===== config.mk =====
export PLATFORM = sky130hd
export DESIGN_NAME = pwr_alarm_ctrl
export DESIGN_NICKNAME = d
export VERILOG_FILES = /design/src/rtl/pwr_alarm_pkg.sv /design/src/rtl/pwr_alarm_regs.sv /design/src/rtl/pwr_wake_sync.sv /design/src/rtl/pwr_out_ctl.sv /design/src/rtl/pwr_alarm_ctrl.sv
export SDC_FILE = /design/constraint.sdc
export NUM_CORES = 1
export LEC_CHECK = 0
export ABC_AREA = 1
export BUFFER_PORTS_ARGS = -buffer_cell sky130_fd_sc_hd__buf_2
export CAP_MARGIN = 20
export CORE_ASPECT_RATIO = 1.2
export CORE_MARGIN = 2
export CORE_UTILIZATION = 45
export CTS_CLUSTER_DIAMETER = 150
export DETAILED_ROUTE_END_ITERATION = 6
export GPL_TIMING_DRIVEN = 0
export PLACE_DENSITY = 0.76
export SKIP_LAST_GASP = 1
export SYNTH_ARGS = -nofsm -noshare
export SYNTH_HDL_FRONTEND = slang
export SYNTH_SLANG_ARGS = --single-unit
export TNS_END_PERCENT = 1

===== constraint.sdc =====
create_clock -name clk -period 2.3 [get_ports clk]
set_input_delay 0.46 -clock clk [delete_from_list [all_inputs] [get_ports clk]]
set_output_delay 0.46 -clock clk [all_outputs]
set_load 0.02 [all_outputs]

===== src/rtl/pwr_alarm_pkg.sv =====
package pwr_alarm_pkg;
  localparam int NWAKE      = 4;
  localparam int NFIELD     = 6;
  localparam int FIELD_W    = 8;
  localparam int ADDR_W     = 6;
  localparam int DATA_W     = 32;
  localparam logic [ADDR_W-1:0] ALM_BASE  = 6'h00;
  localparam logic [ADDR_W-1:0] IEN_ADDR  = 6'h18;
  localparam logic [ADDR_W-1:0] STS_ADDR  = 6'h1C;
  localparam logic [ADDR_W-1:0] CTRL_ADDR = 6'h20;
  localparam int CTRL_ARM_BIT = 16;
endpackage


===== src/rtl/pwr_alarm_regs.sv =====
module pwr_alarm_regs
  import pwr_alarm_pkg::*;
#(
  parameter int NW = NWAKE,
  parameter int NF = NFIELD,
  parameter int FW = FIELD_W
) (
  input  logic              clk,
  input  logic              rst_n,
  input  logic              wr,
  input  logic [ADDR_W-1:0] addr,
  input  logic [DATA_W-1:0] wdata,
  input  logic              hit,
  output logic [DATA_W-1:0] rdata,
  output logic [NF*FW-1:0]  alm_time,
  output logic              irq_en,
  output logic              sts,
  output logic              arm,
  output logic [NW-1:0]     wen,
  output logic [NW-1:0]     wpol
);
  logic [FW-1:0] fld [NF];

  for (genvar i = 0; i < NF; i++) begin : g_fld
    localparam logic [ADDR_W-1:0] FA = ALM_BASE + ADDR_W'(4*i);
    always_ff @(posedge clk or negedge rst_n) begin
      if (!rst_n) fld[i] <= '0;
      else if (wr && addr == FA) fld[i] <= wdata[FW-1:0];
    end
    assign alm_time[i*FW +: FW] = fld[i];
  end

  always_ff @(posedge clk or negedge rst_n) begin
    if (!rst_n) begin
      irq_en <= 1'b0;
      sts    <= 1'b0;
      arm    <= 1'b0;
      wen    <= '0;
      wpol   <= '1;
    end else begin
      if (hit) sts <= 1'b1;
      else if (wr && addr == STS_ADDR && wdata[0]) sts <= 1'b0;
      if (wr && addr == IEN_ADDR) irq_en <= wdata[0];
      if (wr && addr == CTRL_ADDR) begin
        arm  <= wdata[CTRL_ARM_BIT];
        wen  <= wdata[NW-1:0];
        wpol <= wdata[2*NW-1:NW];
      end
    end
  end

  always_comb begin
    rdata = '0;
    for (int i = 0; i < NF; i++)
      if (addr == ALM_BASE + ADDR_W'(4*i)) rdata[FW-1:0] = fld[i];
    if (addr == IEN_ADDR) rdata[0] = irq_en;
    if (addr == STS_ADDR) rdata[0] = sts;
    if (addr == CTRL_ADDR) begin
      rdata[CTRL_ARM_BIT] = arm;
      rdata[NW-1:0]       = wen;
      rdata[2*NW-1:NW]    = wpol;
    end
  end
endmodule


===== src/rtl/pwr_wake_sync.sv =====
module pwr_wake_sync #(
  parameter int NW = 4
) (
  input  logic          clk,
  input  logic          rst_n,
  input  logic [NW-1:0] pin,
  input  logic [NW-1:0] en,
  input  logic [NW-1:0] pol_low,
  output logic          any_act
);
  logic [NW-1:0] act;

  for (genvar i = 0; i < NW; i++) begin : g_pin
    logic s1, s2;
    always_ff @(posedge clk or negedge rst_n) begin
      if (!rst_n) begin
        s1 <= 1'b0;
        s2 <= 1'b0;
      end else begin
        s1 <= pin[i];
        s2 <= s1;
      end
    end
    assign act[i] = en[i] & (s2 ^ pol_low[i]);
  end

  assign any_act = |act;
endmodule


===== src/rtl/pwr_out_ctl.sv =====
module pwr_out_ctl (
  input  logic clk,
  input  logic rst_n,
  input  logic arm,
  input  logic hit,
  input  logic wake,
  output logic pwr_en
);
  always_ff @(posedge clk or negedge rst_n) begin
    if (!rst_n) pwr_en <= 1'b1;
    else if (arm && hit) pwr_en <= 1'b0;
    else if (!pwr_en && wake) pwr_en <= 1'b1;
  end
endmodule


===== src/rtl/pwr_alarm_ctrl.sv =====
module pwr_alarm_ctrl
  import pwr_alarm_pkg::*;
(
  input  logic                      clk,
  input  logic                      rst_n,
  input  logic                      reg_wr,
  input  logic [ADDR_W-1:0]         reg_addr,
  input  logic [DATA_W-1:0]         reg_wdata,
  output logic [DATA_W-1:0]         reg_rdata,
  input  logic                      alarm2_hit,
  input  logic [NWAKE-1:0]          wake_pin,
  output logic [NFIELD*FIELD_W-1:0] alarm2_time,
  output logic                      alarm2_irq,
  output logic                      pwr_en
);
  logic             irq_en, sts, arm, wake_any;
  logic [NWAKE-1:0] wen, wpol;

  pwr_alarm_regs u_regs (
    .clk(clk), .rst_n(rst_n), .wr(reg_wr), .addr(reg_addr), .wdata(reg_wdata),
    .hit(alarm2_hit), .rdata(reg_rdata), .alm_time(alarm2_time),
    .irq_en(irq_en), .sts(sts), .arm(arm), .wen(wen), .wpol(wpol)
  );

  pwr_wake_sync #(.NW(NWAKE)) u_wake (
    .clk(clk), .rst_n(rst_n), .pin(wake_pin), .en(wen), .pol_low(wpol),
    .any_act(wake_any)
  );

  pwr_out_ctl u_out (
    .clk(clk), .rst_n(rst_n), .arm(arm), .hit(alarm2_hit), .wake(wake_any),
    .pwr_en(pwr_en)
  );

  assign alarm2_irq = sts & irq_en;
endmodule


After elaboration in Yosys (flattened, before gate mapping)
Cells that the tools add are included.
W data, S select, Z words.
{ "totals": {"wordCells": 68, "register_bits": 68, "inputBits": 46, "output_inout_bits": 82} }
{ "op_classes": {"muxes": 14, "n_eq_ne": 8, "n_reduce_logical": 17, "bitwise_logic": 9} }
{ "op_table": {"columns": ["op", "n"], "rows": [
  ["$mux W8", 7],
  ["$eq A6 B5 Y1 const B", 4],
  ["$eq A6 B4 Y1 const B", 2],
  ["$logic_and A1 B1 Y1", 12],
  ["$mux W1", 7],
  ["$eq A6 B3 Y1 const B", 1],
  ["$eq A6 B6 Y1 const B", 1],
  ["$logic_not A6 Y1", 1],
  ["$and A1 B1 Y1", 5],
  ["$reduce_bool A2 Y1", 2],
  ["$reduce_or A4 Y1", 1],
  ["$xor A1 B1 Y1", 4],
  ["$logic_not A1 Y1", 1]
]} }

Depth between registers and ports, before layout
Gate-level depths: netlist of run 1.
{ "depth": {"depth_word": 10, "depth_mapped": 10, "mapped_depth_nobuf": 9} }

Cells and area by module
A second synthesis of run 1 with hierarchy kept.
{ "hier_totals": {"hier_cells": 383, "hier_area_um2": 3383.2} }
{ "modules_own_cells": {"columns": ["module", "instances", "area_each_um2", "seq_area_each_um2", "cells_each"], "rows": [
  ["pwr_alarm_regs", 1, 3049.2, 1481.4, 346],
  ["pwr_wake_sync", 1, 285.3, 200.2, 30],
  ["pwr_out_ctl", 1, 41.3, 26.3, 5],
  ["pwr_alarm_ctrl", 1, 7.5, 0.0, 2]
]} }

Worst setup path after synthesis of run 1
Ideal clock, no wire load.
{ "synth_timing": {"path_kind": "input-to-output", "from": "input port reg_addr[5]", "to": "output port reg_rdata[4]", "slack_ns": 0.418, "arrival_time_ns": 1.422, "t_required_ns": 1.840, "cell_stages": 7, "n_path_buf": 2, "path_cell_list": "nor2_1 -> buf_4 -> clkbuf_1 -> nand3_1 -> nand3_1 -> nor2_1 -> nand4_1"} }
{ "synth_via": {"elab_chain_len": 8, "elab_cells_between_ends": 14, "classes_between": "6 x eq/ne; 7 x mux; 1 x reduce/logical"} }
{ "synth_rtl": {"columns": ["item", "line_no", "text"], "rows": [
  ["start, declared", "pwr_alarm_ctrl.sv:7", "input logic [ADDR_W-1:0] reg_addr,"],
  ["$logic_not A6 Y1", "pwr_alarm_regs.sv:55", "if (addr == ALM_BASE + ADDR_W'(4*i)) rdata[FW-1:0] = fld[i];"],
  ["$mux W8 (6 in a row)", "pwr_alarm_regs.sv:55", null],
  ["$mux W8 *", "pwr_alarm_regs.sv:58", "if (addr == CTRL_ADDR) begin"],
  ["end, declared", "pwr_alarm_ctrl.sv:9", "output logic [DATA_W-1:0] reg_rdata,"]
]} }
Every way passes the cells marked *; elsewhere a longest branch is shown, timed or not.

Final worst setup path of run 1
{ "layout_timing": {"from": "input port reg_addr[1]", "to": "output port reg_rdata[0]"} }
{ "layout_via": {"elab_chain_len": 10, "elab_cells_between_ends": 18, "classes_between": "8 x eq/ne; 9 x mux; 1 x reduce/logical"} }
{ "layout_rtl": {"columns": ["item", "line_no", "text"], "rows": [
  ["$logic_not A6 Y1", "pwr_alarm_regs.sv:55", null],
  ["$mux W8 (6 in a row)", "pwr_alarm_regs.sv:55", null],
  ["$mux W1", "pwr_alarm_regs.sv:56", "if (addr == IEN_ADDR) rdata[0] = irq_en;"],
  ["$mux W1", "pwr_alarm_regs.sv:57", "if (addr == STS_ADDR) rdata[0] = sts;"],
  ["$mux W8 *", "pwr_alarm_regs.sv:58", null]
]} }
Marks and branches as above.

==> run summary, run 1 <==
HOLD PATH
---------------------------------------------------------------------------------
Hold Path Class                                                      primary input to asynchronous set/reset pin

SYNTHESIS
---------------------------------------------------------------------------------
Register area share after synthesis                                        0.5170
Cell taking the most area after synthesis                            sky130_fd_sc_hd__dfrtp_1
Ranking of synthesized cells by area                                 sky130_fd_sc_hd__dfrtp_1, sky130_fd_sc_hd__nand2_1, sky130_fd_sc_hd__buf_4, sky130_fd_sc_hd__o21ai_0, sky130_fd_sc_hd__dfstp_2
Count of yosys warnings during synthesis                                        0
Mapped Area                                                             3303 um^2
Distinct cell type count of the synthesized netlist                            33
Syn avg cell area                                                      8.952 um^2
Flip-flop and latch count after synthesis                                      68
Top-area cell type share of the netlist area                               0.4773
Number of instances in the synthesized netlist                                369

FLOORPLAN
---------------------------------------------------------------------------------
IO Pins                                                                       128
Die W                                                                    82.21 um
Core region area                                                        7189 um^2
DIE HEIGHT                                                               97.86 um
Count of standard-cell rows                                                    34
Initial Util                                                               0.4595
Die footprint                                                           8045 um^2

PWR
---------------------------------------------------------------------------------
Sequential share of power                                                   0.485
Clock network fraction of design power                                      0.302
Combinational group share of total power                                    0.212
Peak supply drop                                                      0.0005240 V
Net switching fraction of the power                                        0.3238
Net switching power of the design                                     0.0009996 W
Leakage power total                                                      2.191 nW
Power per Cell Area                                                  737.8 nW/um^2
Pint                                                                   0.002087 W

GRT
---------------------------------------------------------------------------------
Number of global-route vias before repair                                    2639
Wire length of the first global-routing pass                             12770 um
Congestion Overflow GR                                                          0
Initial antenna violation count                                                 0
Gr usage total                                                             0.2097
Maximum number of pins on one net before global-route repair                   69

TIMING
---------------------------------------------------------------------------------
Hold violation count in the final report                                        0
Worst slew pin tran                                                      835.7 ps
Clock skew                                                               5.632 ps
Setup-violating endpoint count in the final report                              0
Total negative setup slack                                                   0 ps
Final worst hold slack                                                   217.5 ps
Slew headroom                                                              0.4429
Period minus WS final                                                     2219 ps
Number of pins exceeding their max-slew limit in the final report               0
Maximum frequency from static timing analysis                          0.4506 GHz
Share of the clock period used by the worst path                           0.9648
RSZ-0062 raised after global routing                                          yes

DRT
---------------------------------------------------------------------------------
Ratio of routed vias to standard cells                                      4.976
First-pass iteration count of the detailed router                               6
Drc violations                                                                  0
DR WL/cell                                                               14.21 um
Count of nets left with antenna violations after detail routing                 0
Routed via count                                                             2901
Detailed router's first-iteration violation count                             150
Total detailed-routing wirelength                                         8285 um

CRITICAL PATH
---------------------------------------------------------------------------------
Critical-path cell with the highest stage delay                      sky130_fd_sc_hd__nor2_2
Longest individual stage delay on the worst path                           370 ps
Worst r2r src                                                        u_regs.wpol[0]
Largest fanout of any net on the critical path                                  9
Worst Path Arrival                                                        1760 ps
Required time reported for the critical path endpoint                     1840 ps
Crit-path leading delay family                                       simple AND/OR/NAND/NOR gates
Worst path most repeated cell                                        sky130_fd_sc_hd__nand2_1
Register-to-Register Setup Slack                                          1230 ps
WS Path Type                                                         primary input to primary output
Startpoint type of the worst setup path                              primary input
Buffers plus inverters on the worst setup path                                  2
Critical Path Start                                                   reg_addr[1]
Crit end category                                                    primary output
Critical path cell sequence                                          buf_2 > nor2_4 > nand2_2 > nor2_2 > nand2_1 > nand4_1 > nand2_1 > nand2_1 > buf_2

CTS
---------------------------------------------------------------------------------
Total CTS buffers                                                               9
Root Buffer Master                                                   sky130_fd_sc_hd__clkbuf_8
CTS tree                                                                     done
Clock-pin transition on the worst setup and hold timing paths               80 ps
Bufs on Longest Clock Path                                                      2
Clock latency of the later-clocked register in the worst-skew pair         340 ps
Clock tree sinks                                                               68
Maximum level of the CTS H-tree                                                 3

CELLS AND AREA
---------------------------------------------------------------------------------
P&R area growth vs syn                                                     26.67%
End-of-flow core utilization                                               0.5820
Count of antenna diodes in the layout                                           0
# nets final                                                                  534
Filler Cells Inserted                                                         662
Layout Cell Area excl Fill                                              4184 um^2
Ratio of cells with drive above 1 in the final layout                      0.3469
Finished Layout Cells                                                         583

PLACED DESIGN
---------------------------------------------------------------------------------
Placed Cells incl. Taps                                                       560
Post-DP HPWL                                                              6213 um
Final estimated routing congestion in global placement                     0.8622
Placed Instance Area                                                    3896 um^2
I/O Buffers                                                                    79

STATUS
---------------------------------------------------------------------------------
Result of the run                                                    complete, no violations

FLOW RUN
---------------------------------------------------------------------------------
Total of max-cap violations                                                     0

cell usage after synthesis, drive strengths merged:
master,count
buf,34
clkbuf,1
nand3,24
a21oi,10
nor3,4
nand4,12
dfrtp,63
mux2,1
nand2,95
o21bai,1
conb,1
and2,1
nor2,35
dfstp,5
o2111ai,1
inv,25
xor2,3
a32oi,1
or2,2
o21ai,49
nor4,1
repair_timing:
item / in CTS / in global routing
hold buffers: 0 / 0
endpoints found under the setup margin: 2 / 8
setup buffers: 0 / 7
pin swaps: 0 / 6
resized for setup: 1 / 0
power by group through the flow:
stage	Sequential [W]	Combinational [W]	Clock [W]
after floorplan	0.00164	0.000268	0
after global placement	0.00151	0.000638	0
after detailed placement	0.00152	0.000652	0
after CTS	0.00150	0.000655	0.000944
after global routing	0.00152	0.000719	0.00100
final	0.00150	0.000656	0.000933
logic make-up (layout without fill, tap and decap cells):
kind of cell	after synthesis	count (layout)	synth area share
AOI/OAI and AO/OA	62	62	0.1061
DFF	68	68	0.5170
other	1	23	0.001135
buffers and inverters	60	162	0.1095
xor gates and xnor gates	3	3	0.007956
and+or+nand+nor	174	174	0.2549
muxes	1	1	0.003409
final timing paths:
path,endpoint,cells after the start
worst max register to register,u_out.pwr_en,3
min in group clk,u_wake.g_pin[0].s1,1
worst min register to register,u_wake.g_pin[2].s2,0
worst min-delay path,u_regs.alm_time[29],1
max in group asynchronous,u_wake.g_pin[1].s1,1
worst max-delay path,reg_rdata[0],9
final cells by class:
cell class	instances	area (um^2)	share of cell area
Clock inverter	5	52.55	0.01256
Clock buffer	11	131.4	0.03140
Sequential cell	68	1708	0.4082
Inverter	25	93.84	0.02243
Multi-Input combinational cell	263	1316	0.3146
Timing Repair Buffer	86	500.5	0.1196
Buffer	35	269.0	0.06429
Tap cell	90	112.6	0.02691
layer usage:
layer	GRT usage	vias to the layer above	share of wire
met1	0.2895	1347	0.43
li1	-	1402	-
met2	0.3170	136	0.48
met5	0	-	0
met3	0.04529	16	0.071
met4	0.08846	0	0.019
metrics by stage:
step                      setup WS, ps  power, W
final                            80.91  0.003087
after CTS                        27.19  0.003095
after floorplan                  418.0  0.001910
after global routing            -34.52  0.003237
after detailed placement        -5.232  0.002169
after global placement           2.768  0.002150
cell usage in the layout, fill, tap and decap left out, types with 2 or more instances in the layout:
cell | Yosys | routed
sky130_fd_sc_hd__dfrtp_1 | 63 | 63
sky130_fd_sc_hd__clkbuf_8 | 0 | 9
sky130_fd_sc_hd__nand4_1 | 12 | 12
sky130_fd_sc_hd__o21ai_0 | 30 | 30
sky130_fd_sc_hd__o21ai_2 | 8 | 8
sky130_fd_sc_hd__buf_6 | 5 | 5
sky130_fd_sc_hd__dfstp_2 | 5 | 5
sky130_fd_sc_hd__buf_12 | 0 | 4
sky130_fd_sc_hd__conb_1 | 1 | 23
sky130_fd_sc_hd__nand2_1 | 86 | 86
sky130_fd_sc_hd__buf_4 | 25 | 29
sky130_fd_sc_hd__o21ai_1 | 11 | 11
sky130_fd_sc_hd__nand3_1 | 23 | 23
sky130_fd_sc_hd__nor2_4 | 3 | 3
sky130_fd_sc_hd__xor2_1 | 3 | 3
sky130_fd_sc_hd__nor3_4 | 3 | 3
sky130_fd_sc_hd__inv_2 | 3 | 3
sky130_fd_sc_hd__a21oi_1 | 10 | 10
sky130_fd_sc_hd__buf_2 | 4 | 82
sky130_fd_sc_hd__nand2_2 | 7 | 7
sky130_fd_sc_hd__clkinv_2 | 0 | 3
sky130_fd_sc_hd__nor2_1 | 30 | 30
sky130_fd_sc_hd__inv_1 | 22 | 22
sky130_fd_sc_hd__nor2_2 | 2 | 2
sky130_fd_sc_hd__clkbuf_1 | 1 | 2
sky130_fd_sc_hd__nand2_4 | 2 | 2
worst register-to-register path, delay by kind of cell, from the launching register on:
family,cells,cell delay [ps]
and+or+nand+nor,1,70
xor gates and xnor gates,1,160
DFF,1,570
AOI/OAI and AO/OA,1,210
sequential cells by signal, indices dropped and copies added, names as in the netlist:
register         flops
u_out.pwr_en         1
u_regs.alm_time     48
u_regs.arm           1
u_regs.irq_en        1
u_regs.sts           1
u_regs.wen           4
u_regs.wpol          4
u_wake.g_pin.s1      4
u_wake.g_pin.s2      4
Note: power is estimated with default switching activity, not from simulation.
==> run 2, diff against run 1 <==
--- a/config.mk
+++ b/config.mk
@@ -10,11 +10,11 @@
 export CAP_MARGIN = 20
 export CORE_ASPECT_RATIO = 1.2
 export CORE_MARGIN = 2
-export CORE_UTILIZATION = 45
+export CORE_UTILIZATION = 35
 export CTS_CLUSTER_DIAMETER = 150
 export DETAILED_ROUTE_END_ITERATION = 6
 export GPL_TIMING_DRIVEN = 0
-export PLACE_DENSITY = 0.76
+export PLACE_DENSITY = 0.62
 export SKIP_LAST_GASP = 1
 export SYNTH_ARGS = -nofsm -noshare
 export SYNTH_HDL_FRONTEND = slang
==> run 2 against run 1 <==
  * Via count fell by 0.59%
  * Sequential power about the same
  * Clock skew is 0.64 ps lower
  * Non-clock buffer count is the same
  * Sequential share of layout area shrank 1.1 points
  * Critical endpoint is now reg_rdata[5]
==> run summary, run 2 (same netlist as run 1, synthesis figures left out) <==
DRT
------------------------------------------------------------------------------------
Drc violations                                                                     0
First-pass iteration count of the detailed router                                  4
Top Metal Used                                                                  met4
Count of nets left with antenna violations after detail routing                    0
Detail Route met3 WL                                                          742 um
Detailed router's first-iteration violation count                                184
Routed via count                                                                2884
DR WL/cell                                                                  14.33 um
Met2 Routed Length                                                           4192 um
Total routed wire length on the met1 layer                                   3721 um
Total detailed-routing wirelength                                            8787 um
Ratio of routed vias to standard cells                                         4.705

CRITICAL PATH
------------------------------------------------------------------------------------
Length in cells of the worst reg-to-reg path                                       3
WS Path Type                                                            primary input to primary output
Terminus of the critical flop-to-flop path                              u_out.pwr_en
Worst r2r src                                                           u_regs.wpol[1]
Critical-path cell with the highest stage delay                         sky130_fd_sc_hd__clkbuf_2
Crit-path leading delay family                                          buffers and inverters
Longest individual stage delay on the worst path                              250 ps
Buffers plus inverters on the worst setup path                                     4
Register-to-Register Setup Slack                                             1250 ps
Crit end category                                                       primary output
Worst Path Arrival                                                           1780 ps
Depth of the critical timing path with buffers and inverters included              9
Critical Path Start                                                      reg_addr[4]
Startpoint type of the worst setup path                                 primary input
Required time reported for the critical path endpoint                        1840 ps
Timing endpoint of the critical path                                    reg_rdata[5]
Largest fanout of any net on the critical path                                    10
Critical path cell sequence                                             buf_2 > nor2_1 > buf_6 > clkbuf_2 > nand3_1 > nand3_1 > nor2_1 > nand4_1 > buf_2

FLOORPLAN
------------------------------------------------------------------------------------
Count of standard-cell rows                                                       38
IO Pins                                                                          128
Core region area                                                           9129 um^2
Die footprint                                                             10230 um^2
Initial Util                                                                  0.3618
DIE HEIGHT                                                                  110.4 um
Die W                                                                       92.69 um

TIMING
------------------------------------------------------------------------------------
Hold violation count in the final report                                           0
Setup-violating endpoint count in the final report                                 0
Slew headroom                                                                 0.4283
Number of pins exceeding their max-slew limit in the final report                  0
Maximum frequency from static timing analysis                             0.4462 GHz
Share of the clock period used by the worst path                              0.9745
Worst slew pin tran                                                         857.6 ps
Period minus WS final                                                        2241 ps
Min setup slack post-route                                                  58.71 ps
Clock skew                                                                  4.990 ps
RSZ-0062 raised after global routing                                             yes

FLOW RUN
------------------------------------------------------------------------------------
Total of max-cap violations                                                        0

CELLS AND AREA
------------------------------------------------------------------------------------
Commonest non-fill, non-tap cell in the layout                          sky130_fd_sc_hd__nand2_1
Count of antenna diodes in the layout                                              0
# nets final                                                                     534
Leading cell types in the layout, fill and taps excluded                sky130_fd_sc_hd__nand2_1, sky130_fd_sc_hd__buf_2, sky130_fd_sc_hd__dfrtp_1, sky130_fd_sc_hd__nor2_1, sky130_fd_sc_hd__o21ai_0
Ratio of cells with drive above 1 in the final layout                         0.3509
P&R area growth vs syn                                                        30.30%
Number of flip-flops in the largest register                                      48
Layout Cell Area excl Fill                                                 4304 um^2

PLACED DESIGN
------------------------------------------------------------------------------------
Final estimated routing congestion in global placement                        0.8714
Placed Instance Area                                                       3934 um^2
Worst setup slack after placement                                          -161.1 ps
Post-DP HPWL                                                                 6502 um
I/O Buffers                                                                       79

GRT
------------------------------------------------------------------------------------
Wire length of the first global-routing pass                                13920 um
Congestion Overflow GR                                                             0
Number of global-route vias before repair                                       2690
Maximum number of pins on one net before global-route repair                      69
Gr usage total                                                                0.1745
Initial antenna violation count                                                    0

CTS
------------------------------------------------------------------------------------
Total CTS buffers                                                                  9
Clock tree sinks                                                                  68
Root Buffer Master                                                      sky130_fd_sc_hd__clkbuf_8
Bufs on Longest Clock Path                                                         2
Clock-pin transition on the worst setup and hold timing paths                  90 ps
Clock latency of the later-clocked register in the worst-skew pair            340 ps
Maximum level of the CTS H-tree                                                    3
CTS tree                                                                        done

PWR
------------------------------------------------------------------------------------
Overall Power                                                             0.003407 W
Leakage power total                                                         2.225 nW
Peak supply drop                                                         0.0004599 V
Power per Cell Area                                                     791.6 nW/um^2

HOLD PATH
------------------------------------------------------------------------------------
Hold Path Class                                                         primary input to asynchronous set/reset pin

STATUS
------------------------------------------------------------------------------------
Result of the run                                                       complete, no violations

run 2: final cells by class:
cell class | instances | area (um^2)
Buffer | 35 | 272.8
Clock buffer | 11 | 151.4
Clock inverter | 5 | 106.4
Fill cell | 914 | 4825
Inverter | 25 | 93.84
Multi-Input combinational cell | 263 | 1321
Sequential cell | 68 | 1708
Tap cell | 120 | 150.1
Timing Repair Buffer | 86 | 500.5
run 2: worst min-delay path by stage:
stage | to | cells past startpoint | startpoint | slack [ps]
after detailed placement | u_wake.g_pin[0].s2 | 0 | u_wake.g_pin[0].s1 | 340
after global routing | u_wake.g_pin[1].s1 | 1 | wake_pin[1] | 210
after floorplan | u_regs.alm_time[0] | 0 | rst_n | 160
final | u_regs.alm_time[3] | 1 | rst_n | 220
after global placement | u_wake.g_pin[0].s2 | 0 | u_wake.g_pin[0].s1 | 330
after CTS | u_wake.g_pin[3].s1 | 1 | wake_pin[3] | 210
run 2: metrics by stage:
| step | util | TNS [ps] | hold WS (ps) | std cells |
|---|---|---|---|---|
| after floorplan | - | 0 | 164.4 | 391 |
| after global routing | 0.4715 | -185.1 | 205.3 | 613 |
| after CTS | 0.4637 | -171.3 | 213.1 | 608 |
| final | 0.4715 | 0 | 216.6 | 613 |
| after global placement | 0.4306 | -751.5 | 334.2 | 590 |
| after detailed placement | 0.4309 | -908.4 | 335.6 | 590 |
run 2: worst register-to-register path, cell delays in order (launching register included):
cell and delay [ps]:
sky130_fd_sc_hd__dfstp_2 560, sky130_fd_sc_hd__xor2_1 140, sky130_fd_sc_hd__a21oi_1 90, sky130_fd_sc_hd__a32oi_1 190
run 2: what timing repair did:
action                     CTS  global route
setup buffers                2             5
resized for setup            1             2
hold buffers                 0             0
setup endpoints to repair    8             8
pin swaps                    2             4
run 2: routing by layer:
layer	track usage	vias up
met5	0	-
met4	0.06765	0
met3	0.02865	8
met2	0.2730	138
met1	0.2421	1338
li1	-	1400
run 2: where the power goes:
part           switching (W)  internal (W)  total (W)
Clock               0.000473      0.000784    0.00126
Sequential          0.000130       0.00136    0.00149
Combinational       0.000429      0.000230   0.000659
